--- src/rtl/cfgprog_pkg.sv ---
package cfgprog_pkg;
    typedef enum logic [3:0] {
        S_IDLE,
        S_ARMED,
        S_SHIFT,
        S_WRITE,
        S_ACK,
        S_DONE,
        S_VERIFY,
        S_SPENT,
        S_ERROR
    } prog_state_e;
endpackage

--- src/rtl/cfgprog_insync.sv ---
// Multi-stage input synchroniser with rising-edge detect per lane.
module cfgprog_insync #(
    parameter int W      = 4,
    parameter int STAGES = 2
) (
    input  logic         clk,
    input  logic         rst_n,
    input  logic [W-1:0] din,
    output logic [W-1:0] dout,
    output logic [W-1:0] rise
);
    logic [STAGES-1:0][W-1:0] pipe;
    logic [W-1:0]             prev;

    always_ff @(posedge clk or negedge rst_n) begin
        if (!rst_n) begin
            pipe <= '0;
            prev <= '0;
        end else begin
            pipe[0] <= din;
            for (int i = 1; i < STAGES; i++) pipe[i] <= pipe[i-1];
            prev <= pipe[STAGES-1];
        end
    end

    assign dout = pipe[STAGES-1];
    assign rise = pipe[STAGES-1] & ~prev;
endmodule

--- src/rtl/cfgprog_ticker.sv ---
// Saturating tick counter with synchronous clear.
module cfgprog_ticker #(
    parameter int W = 16
) (
    input  logic         clk,
    input  logic         rst_n,
    input  logic         clr,
    output logic [W-1:0] cnt
);
    always_ff @(posedge clk or negedge rst_n) begin
        if (!rst_n)         cnt <= '0;
        else if (clr)       cnt <= '0;
        else if (~&cnt)     cnt <= cnt + 1'b1;
    end
endmodule

--- src/rtl/cfgprog_store.sv ---
// Word-organised configuration store with bulk clear.
module cfgprog_store #(
    parameter int WORD_W  = 16,
    parameter int N_WORDS = 12,
    localparam int ADDR_W = $clog2(N_WORDS)
) (
    input  logic              clk,
    input  logic              rst_n,
    input  logic              clr,
    input  logic              we,
    input  logic [ADDR_W-1:0] waddr,
    input  logic [WORD_W-1:0] wdata,
    input  logic [ADDR_W-1:0] raddr,
    output logic [WORD_W-1:0] rdata
);
    logic [WORD_W-1:0] mem [N_WORDS];
    logic              any_set;

    always_ff @(posedge clk or negedge rst_n) begin
        if (!rst_n) begin
            for (int i = 0; i < N_WORDS; i++) mem[i] <= '0;
        end else if (clr) begin
            for (int i = 0; i < N_WORDS; i++) mem[i] <= '0;
        end else if (we) begin
            mem[waddr] <= wdata;
        end
    end

    assign rdata = mem[raddr];

    always_comb begin
        any_set = 1'b0;
        for (int i = 0; i < N_WORDS; i++) any_set = any_set | (|mem[i]);
    end

    // a bulk clear leaves every word at zero
    assert_clear_zero_R7: assert property (@(posedge clk) disable iff (!rst_n)
        clr |=> !any_set);
    // clear and word write never collide
    assert_no_clr_we_R7: assert property (@(posedge clk) disable iff (!rst_n)
        !(clr && we));
    // a committed word lands at its address
    assert_write_lands_R4: assert property (@(posedge clk) disable iff (!rst_n)
        we |=> mem[$past(waddr)] == $past(wdata));
endmodule

--- src/rtl/cfgprog_rx.sv ---
module cfgprog_rx
    import cfgprog_pkg::*;
#(
    parameter int WORD_W      = 16,
    parameter int N_WORDS     = 12,
    parameter int HOLD_TICKS  = 9000,
    parameter int ENTRY_TICKS = 4000,
    parameter int WRITE_TICKS = 30000,
    parameter int SYNC_STAGES = 2
) (
    input  logic clk,
    input  logic rst_n,
    input  logic prog_clk_i,
    input  logic prog_data_i,
    input  logic guard_a_i,
    input  logic guard_b_i,
    output logic prog_data_o,
    output logic prog_data_oe_o
);
    localparam int BITS    = 2 * WORD_W;
    localparam int BCNT_W  = $clog2(BITS);
    localparam int ADDR_W  = $clog2(N_WORDS);
    localparam int WIDX_W  = $clog2(N_WORDS + 1);
    localparam int BIDX_W  = $clog2(WORD_W);
    localparam int MAXT_A  = (HOLD_TICKS > ENTRY_TICKS) ? HOLD_TICKS : ENTRY_TICKS;
    localparam int MAXT    = (MAXT_A > WRITE_TICKS) ? MAXT_A : WRITE_TICKS;
    localparam int TICK_W  = $clog2(MAXT + 1);

    prog_state_e state_q, state_d;

    logic [3:0] sync_out, sync_rise;
    logic       s_clk, s_data, guard, clk_rise;

    cfgprog_insync #(.W(4), .STAGES(SYNC_STAGES)) u_sync (
        .clk  (clk),
        .rst_n(rst_n),
        .din  ({guard_b_i, guard_a_i, prog_data_i, prog_clk_i}),
        .dout (sync_out),
        .rise (sync_rise)
    );

    assign s_clk    = sync_out[0];
    assign s_data   = sync_out[1];
    assign guard    = sync_out[2] | sync_out[3];
    assign clk_rise = sync_rise[0];

    logic              idle_ok, tick_clr;
    logic [TICK_W-1:0] tick_cnt;

    assign idle_ok  = s_clk & ~s_data & ~guard;
    assign tick_clr = (state_d != state_q) || (state_q == S_IDLE && !idle_ok);

    cfgprog_ticker #(.W(TICK_W)) u_tick (
        .clk  (clk),
        .rst_n(rst_n),
        .clr  (tick_clr),
        .cnt  (tick_cnt)
    );

    logic [BITS-1:0]   sr, sr_next;
    logic [BCNT_W-1:0] bit_cnt;
    logic [WIDX_W-1:0] word_idx;
    logic [ADDR_W-1:0] rd_word;
    logic [BIDX_W-1:0] rd_bit;
    logic              pair_ok, last_bit, rd_last, in_session;
    logic              store_clr, store_we;
    logic [WORD_W-1:0] rdata;

    assign sr_next  = {s_data, sr[BITS-1:1]};
    assign pair_ok  = (sr_next[BITS-1:WORD_W] == ~sr_next[WORD_W-1:0]);
    assign last_bit = (bit_cnt == BCNT_W'(BITS - 1));
    assign rd_last  = (rd_word == ADDR_W'(N_WORDS - 1)) && (rd_bit == BIDX_W'(WORD_W - 1));
    assign in_session = (state_q == S_ARMED) || (state_q == S_SHIFT) || (state_q == S_WRITE) ||
                        (state_q == S_ACK) || (state_q == S_DONE) || (state_q == S_VERIFY);

    // Next-state logic
    always_comb begin
        state_d = state_q;
        unique case (state_q)
            S_IDLE:   if (idle_ok && tick_cnt >= TICK_W'(HOLD_TICKS - 1)) state_d = S_ARMED;
            S_ARMED: begin
                if (guard || !s_clk)                            state_d = S_IDLE;
                else if (s_data)                                state_d = S_SHIFT;
                else if (tick_cnt >= TICK_W'(ENTRY_TICKS - 1))  state_d = S_IDLE;
            end
            S_SHIFT: begin
                if (guard)                      state_d = S_IDLE;
                else if (clk_rise && last_bit)  state_d = pair_ok ? S_WRITE : S_ERROR;
            end
            S_WRITE: begin
                if (guard)                                     state_d = S_IDLE;
                else if (tick_cnt >= TICK_W'(WRITE_TICKS - 1)) state_d = S_ACK;
            end
            S_ACK: begin
                if (guard)         state_d = S_IDLE;
                else if (clk_rise) state_d = (word_idx == WIDX_W'(N_WORDS)) ? S_DONE : S_SHIFT;
            end
            S_DONE: begin
                if (guard)         state_d = S_IDLE;
                else if (clk_rise) state_d = S_VERIFY;
            end
            S_VERIFY: begin
                if (guard)                    state_d = S_IDLE;
                else if (clk_rise && rd_last) state_d = S_SPENT;
            end
            S_SPENT:  state_d = S_SPENT;
            S_ERROR:  state_d = S_ERROR;
            default:  state_d = S_IDLE;
        endcase
    end

    // State register
    always_ff @(posedge clk or negedge rst_n) begin
        if (!rst_n) state_q <= S_IDLE;
        else        state_q <= state_d;
    end

    assign store_clr = (state_q == S_SHIFT) && (state_d == S_WRITE) && (word_idx == '0);
    assign store_we  = (state_q == S_WRITE) && (state_d == S_ACK);

    // Datapath registers
    always_ff @(posedge clk or negedge rst_n) begin
        if (!rst_n) begin
            sr       <= '0;
            bit_cnt  <= '0;
            word_idx <= '0;
            rd_word  <= '0;
            rd_bit   <= '0;
        end else begin
            if (state_q == S_ARMED && state_d == S_SHIFT) word_idx <= '0;
            else if (store_we)                            word_idx <= word_idx + 1'b1;

            if (state_q != S_SHIFT && state_d == S_SHIFT) begin
                bit_cnt <= '0;
            end else if (state_q == S_SHIFT && clk_rise) begin
                sr      <= sr_next;
                bit_cnt <= bit_cnt + 1'b1;
            end

            if (state_q == S_DONE && state_d == S_VERIFY) begin
                rd_word <= '0;
                rd_bit  <= '0;
            end else if (state_q == S_VERIFY && clk_rise) begin
                if (rd_bit == BIDX_W'(WORD_W - 1)) begin
                    rd_bit  <= '0;
                    rd_word <= rd_word + 1'b1;
                end else begin
                    rd_bit <= rd_bit + 1'b1;
                end
            end
        end
    end

    cfgprog_store #(.WORD_W(WORD_W), .N_WORDS(N_WORDS)) u_store (
        .clk  (clk),
        .rst_n(rst_n),
        .clr  (store_clr),
        .we   (store_we),
        .waddr(word_idx[ADDR_W-1:0]),
        .wdata(sr[WORD_W-1:0]),
        .raddr(rd_word),
        .rdata(rdata)
    );

    // Outputs
    always_comb begin
        prog_data_o    = 1'b0;
        prog_data_oe_o = 1'b0;
        unique case (state_q)
            S_ACK: begin
                prog_data_o    = 1'b1;
                prog_data_oe_o = 1'b1;
            end
            S_VERIFY: begin
                prog_data_o    = rdata[rd_bit];
                prog_data_oe_o = 1'b1;
            end
            default: ;
        endcase
    end

    // arming needs the full hold count from the ticker
    assert_hold_met_R2: assert property (@(posedge clk) disable iff (!rst_n)
        (state_q == S_ARMED && $past(state_q) == S_IDLE) |-> $past(tick_cnt) >= TICK_W'(HOLD_TICKS - 1));
    // a guard line in a session drops back to idle
    assert_guard_abort_R3: assert property (@(posedge clk) disable iff (!rst_n)
        (in_session && guard) |=> state_q == S_IDLE);
    // acknowledge only after the full write time
    assert_ack_delay_R5: assert property (@(posedge clk) disable iff (!rst_n)
        ($rose(prog_data_oe_o) && state_q == S_ACK) |-> $past(tick_cnt) >= TICK_W'(WRITE_TICKS - 1));
    // error is sticky and silent
    assert_error_sticky_R6: assert property (@(posedge clk) disable iff (!rst_n)
        state_q == S_ERROR |=> (state_q == S_ERROR && !prog_data_oe_o));
    // readback is spent for good
    assert_spent_sticky_R9: assert property (@(posedge clk) disable iff (!rst_n)
        state_q == S_SPENT |=> (state_q == S_SPENT && !prog_data_oe_o));
    // readback is entered only from the completed state
    assert_verify_entry_R8: assert property (@(posedge clk) disable iff (!rst_n)
        $rose(state_q == S_VERIFY) |-> $past(state_q) == S_DONE);
endmodule

--- config.mk ---
export PLATFORM = sky130hd
export DESIGN_NAME = cfgprog_rx
export DESIGN_NICKNAME = d
export VERILOG_FILES = /design/src/rtl/cfgprog_pkg.sv /design/src/rtl/cfgprog_insync.sv /design/src/rtl/cfgprog_ticker.sv /design/src/rtl/cfgprog_store.sv /design/src/rtl/cfgprog_rx.sv
export SDC_FILE = /design/constraint.sdc
export NUM_CORES = 1
export LEC_CHECK = 0
export ABC_AREA = 1
export ABC_CLOCK_PERIOD_IN_PS = 2600
export BUFFER_PORTS_ARGS = -buffer_cell sky130_fd_sc_hd__buf_2
export CAP_MARGIN = 20
export CORE_MARGIN = 2
export CORE_UTILIZATION = 37
export CTS_BUF_LIST = sky130_fd_sc_hd__clkbuf_8
export CTS_CLUSTER_DIAMETER = 200
export DETAILED_ROUTE_END_ITERATION = 7
export GPL_ROUTABILITY_DRIVEN = 0
export PLACE_DENSITY_LB_ADDON = 0.2
export SLEW_MARGIN = 10
export SYNTH_ARGS = -nofsm -noshare
export SYNTH_HDL_FRONTEND = slang
export SYNTH_SLANG_ARGS = --single-unit
--- constraint.sdc ---
create_clock -name clk -period 2.6 [get_ports clk]
set_input_delay 0.26 -clock clk [delete_from_list [all_inputs] [get_ports clk]]
set_output_delay 0.26 -clock clk [all_outputs]
set_load 0.05 [all_outputs]
==> summary.md <==
* Cell Count Post-Placement: 2132
* DRC: 0
* Synth Area per Inst: 8.09 um^2
* Horiz. Die Dim: 196 um
* effective utilization at floorplan: 0.375
* DP HPWL: 25500 um
* share of layout cells above drive strength 1: 0.166
* die area: 38600 um^2
* worst slack after detailed placement: 0.0288 ns
* clock network latency to the later pin of the worst-skew pair: 0.58 ns
* Longest Clk Path Bufs: 3
* number of buffers created by CTS: 48
* detailed-route wire length per cell: 20.3 um
* CP Capture Type: output port
* commonest non-fill, non-tap cells in the layout: nand3_1, nand2_1, dfrtp_1
* synthesized net count: 1708
* Max Freq: 0.340 GHz
* Overall Power: 8.16 mW
* CP Class: reg2out
* post-route ant nets: 0
* number of endpoints with negative hold slack in the final report: 0
* ratio of final minimum period to clock period: 1.13
* gr ovfl total: 0
* CTS Sinks: 269
* initial antenna violation count: 0
* Vias per Instance: 5.57
* type of the worst min-delay path: in2async
* count of pins over their slew limit: 0
* Post-layout nets: 1788
* CP Max Fanout: 11
* endpoints failing setup: 97
* Worst setup SP type: flip-flop
* status: finished with violations
* instance count of the mapped netlist: 1693
* synthesized flop and latch total: 269
* setup repair after global routing missed its margin: yes
* required time of the critical path: 2.34 ns
* cell leakage power: 7.40 nW
* final worst path period need: 2.94 ns
* TritonCTS clock tree: yes
* global-route wire length before repair: 67700 um
* Clk pin slew, worst setup/hold paths: 0.07 ns
* n_diodes: 0
* initial detailed-routing violation count: 1342
* Site Rows: 70
* maximum number of pins on one net before global-route repair: 93
* via count of the first global-routing pass: 11900
* total number of yosys warnings: 0
* Die H: 196 um
* total power divided by cell area: 487 nW/um^2
* Port Buffers: 7
* post-layout instance count excluding filler cells: 2273
* I/O pin total: 8
* core footprint: 36500 um^2
* number of H-tree levels: 2
* worst-case vdd ir drop: 0.366 mV
* detailed-route wire length: 46100 um
* final setup TNS: -4.50 ns
* Worst Skew: 0.0264 ns
* worst-case headroom to the max-slew limit: 0.512
* Worst-Margin Slew: 0.729 ns
* failing checks: negative setup slack
* first-pass iteration count of the detailed router: 5
* arrival time worst endpoint: 2.68 ns
* most common cell after layout, fill and taps aside: nand3_1
* proportion of synthesized chip area in sequential cells: 0.491
* post-layout utilization of the core: 0.459
* setup slack after layout: -0.345 ns
* all-layer global routing usage: 0.222
* clock root buffer master: clkbuf_8
* P&R area growth vs syn: 22.3%
* Vias: 12700
* distinct cell type count of the synthesized netlist: 48
* max-cap check violation count: 0
* area of the mapped netlist: 13700 um^2
-- registers in the layout (all words and copies together), names as in the netlist --
register,flops
bit_cnt,5
rd_word,4
rd_bit,4
u_store.mem,192
u_sync.dout,4
u_sync.prev,1
u_sync.pipe,4
word_idx,4
u_tick.cnt,15
state_q,4
sr,32
-- per-layer routing --
metal  share of wire  GRT usage
met1            0.44      0.313
met2            0.45      0.346
met3           0.071     0.0375
met4           0.035     0.0772
met5               0          0
-- logic make-up after synthesis --
family | share of synthesized area
compound gates | 0.143
xor+xnor | 0.00639
fa+ha+maj | 0.00822
buf+inv | 0.0811
flops | 0.491
mux | 0.000731
simple gates | 0.269
-- layout make-up --
cell class              instances  area, um^2
clock buffers                  57         785
multi-input cells            1191        6100
inverters                     118         459
flip-flops and latches        269        6730
repair buffers                145        1970
well taps                     468         586
fillers                      3540       19800
clock inverters                25         120
-- synthesized netlist by cell type (all sizes together) --
cell / count / area (um^2)
a211oi: 1 / 7.51
a21boi: 1 / 11.3
a21oi: 21 / 113
a31oi: 13 / 81.3
and3: 2 / 12.5
buf: 63 / 468
clkbuf: 52 / 198
clkinv: 3 / 11.3
dfrtp: 269 / 6730
ha: 9 / 113
inv: 115 / 434
mux2i: 1 / 10.0
nand2: 289 / 1100
nand3: 296 / 1580
nand3b: 3 / 22.5
nand4: 25 / 156
nor2: 173 / 694
nor3: 11 / 87.6
nor4: 1 / 6.26
o2111ai: 1 / 15.0
o211ai: 26 / 195
o21ai: 299 / 1500
o21bai: 3 / 22.5
o22ai: 2 / 12.5
o31ai: 1 / 7.51
or2: 3 / 18.8
xnor2: 2 / 17.5
xor2: 8 / 70.1
-- where the power goes --
| group | leakage (nW) | internal, mW | switching (mW) |
|---|---|---|---|
| clock network | 0.552 | 2.06 | 1.76 |
| logic | 3.11 | 0.0280 | 0.106 |
| registers | 3.74 | 4.20 | 0.00268 |
-- critical path: stages, from the launching register on --
cell and delay, ns:
dfrtp_2 0.46, inv_8 0.08, buf_12 0.16, buf_12 0.13, o211ai_1 0.24, nand3_1 0.17
nand2_1 0.10, nand3_1 0.09, nand2_2 0.14, nand3_2 0.09, nand3_2 0.10, nor2_4 0.06
nor2_4 0.09, nor2_2 0.04, buf_6 0.14
-- final timing paths --
path                           startpoint              end  slack, ns  cells after the start
min in group clk           u_sync.pipe[1]   u_sync.dout[1]       0.35                      0
max                            rd_word[0]      prog_data_o      -0.34                     14
max in group asynchronous           rst_n   u_store.mem[9]       1.48                      3
min reg2reg                u_sync.pipe[1]   u_sync.dout[1]       0.35                      0
max reg2reg                    rd_word[0]  u_store.mem[20]      -0.09                     17
min                                 rst_n  u_store.mem[18]       0.28                      2
-- timing repair --
action,in CTS,in global routing
buffers inserted,9,14
pin swaps,20,10
resized for setup,55,88
setup endpoints to repair,1,200
hold buffers,5,0
gates cloned,9,23
hold endpoints to repair,72,0
-- stage by stage --
step	area (um^2)	hold slack [ns]
floorplan	13700	-0.0356
global placement	14500	0.306
detailed placement	14500	0.296
CTS	15900	0.297
global route	16800	0.303
finish	16800	0.280
No activity file was read; power rests on OpenSTA's default activity.
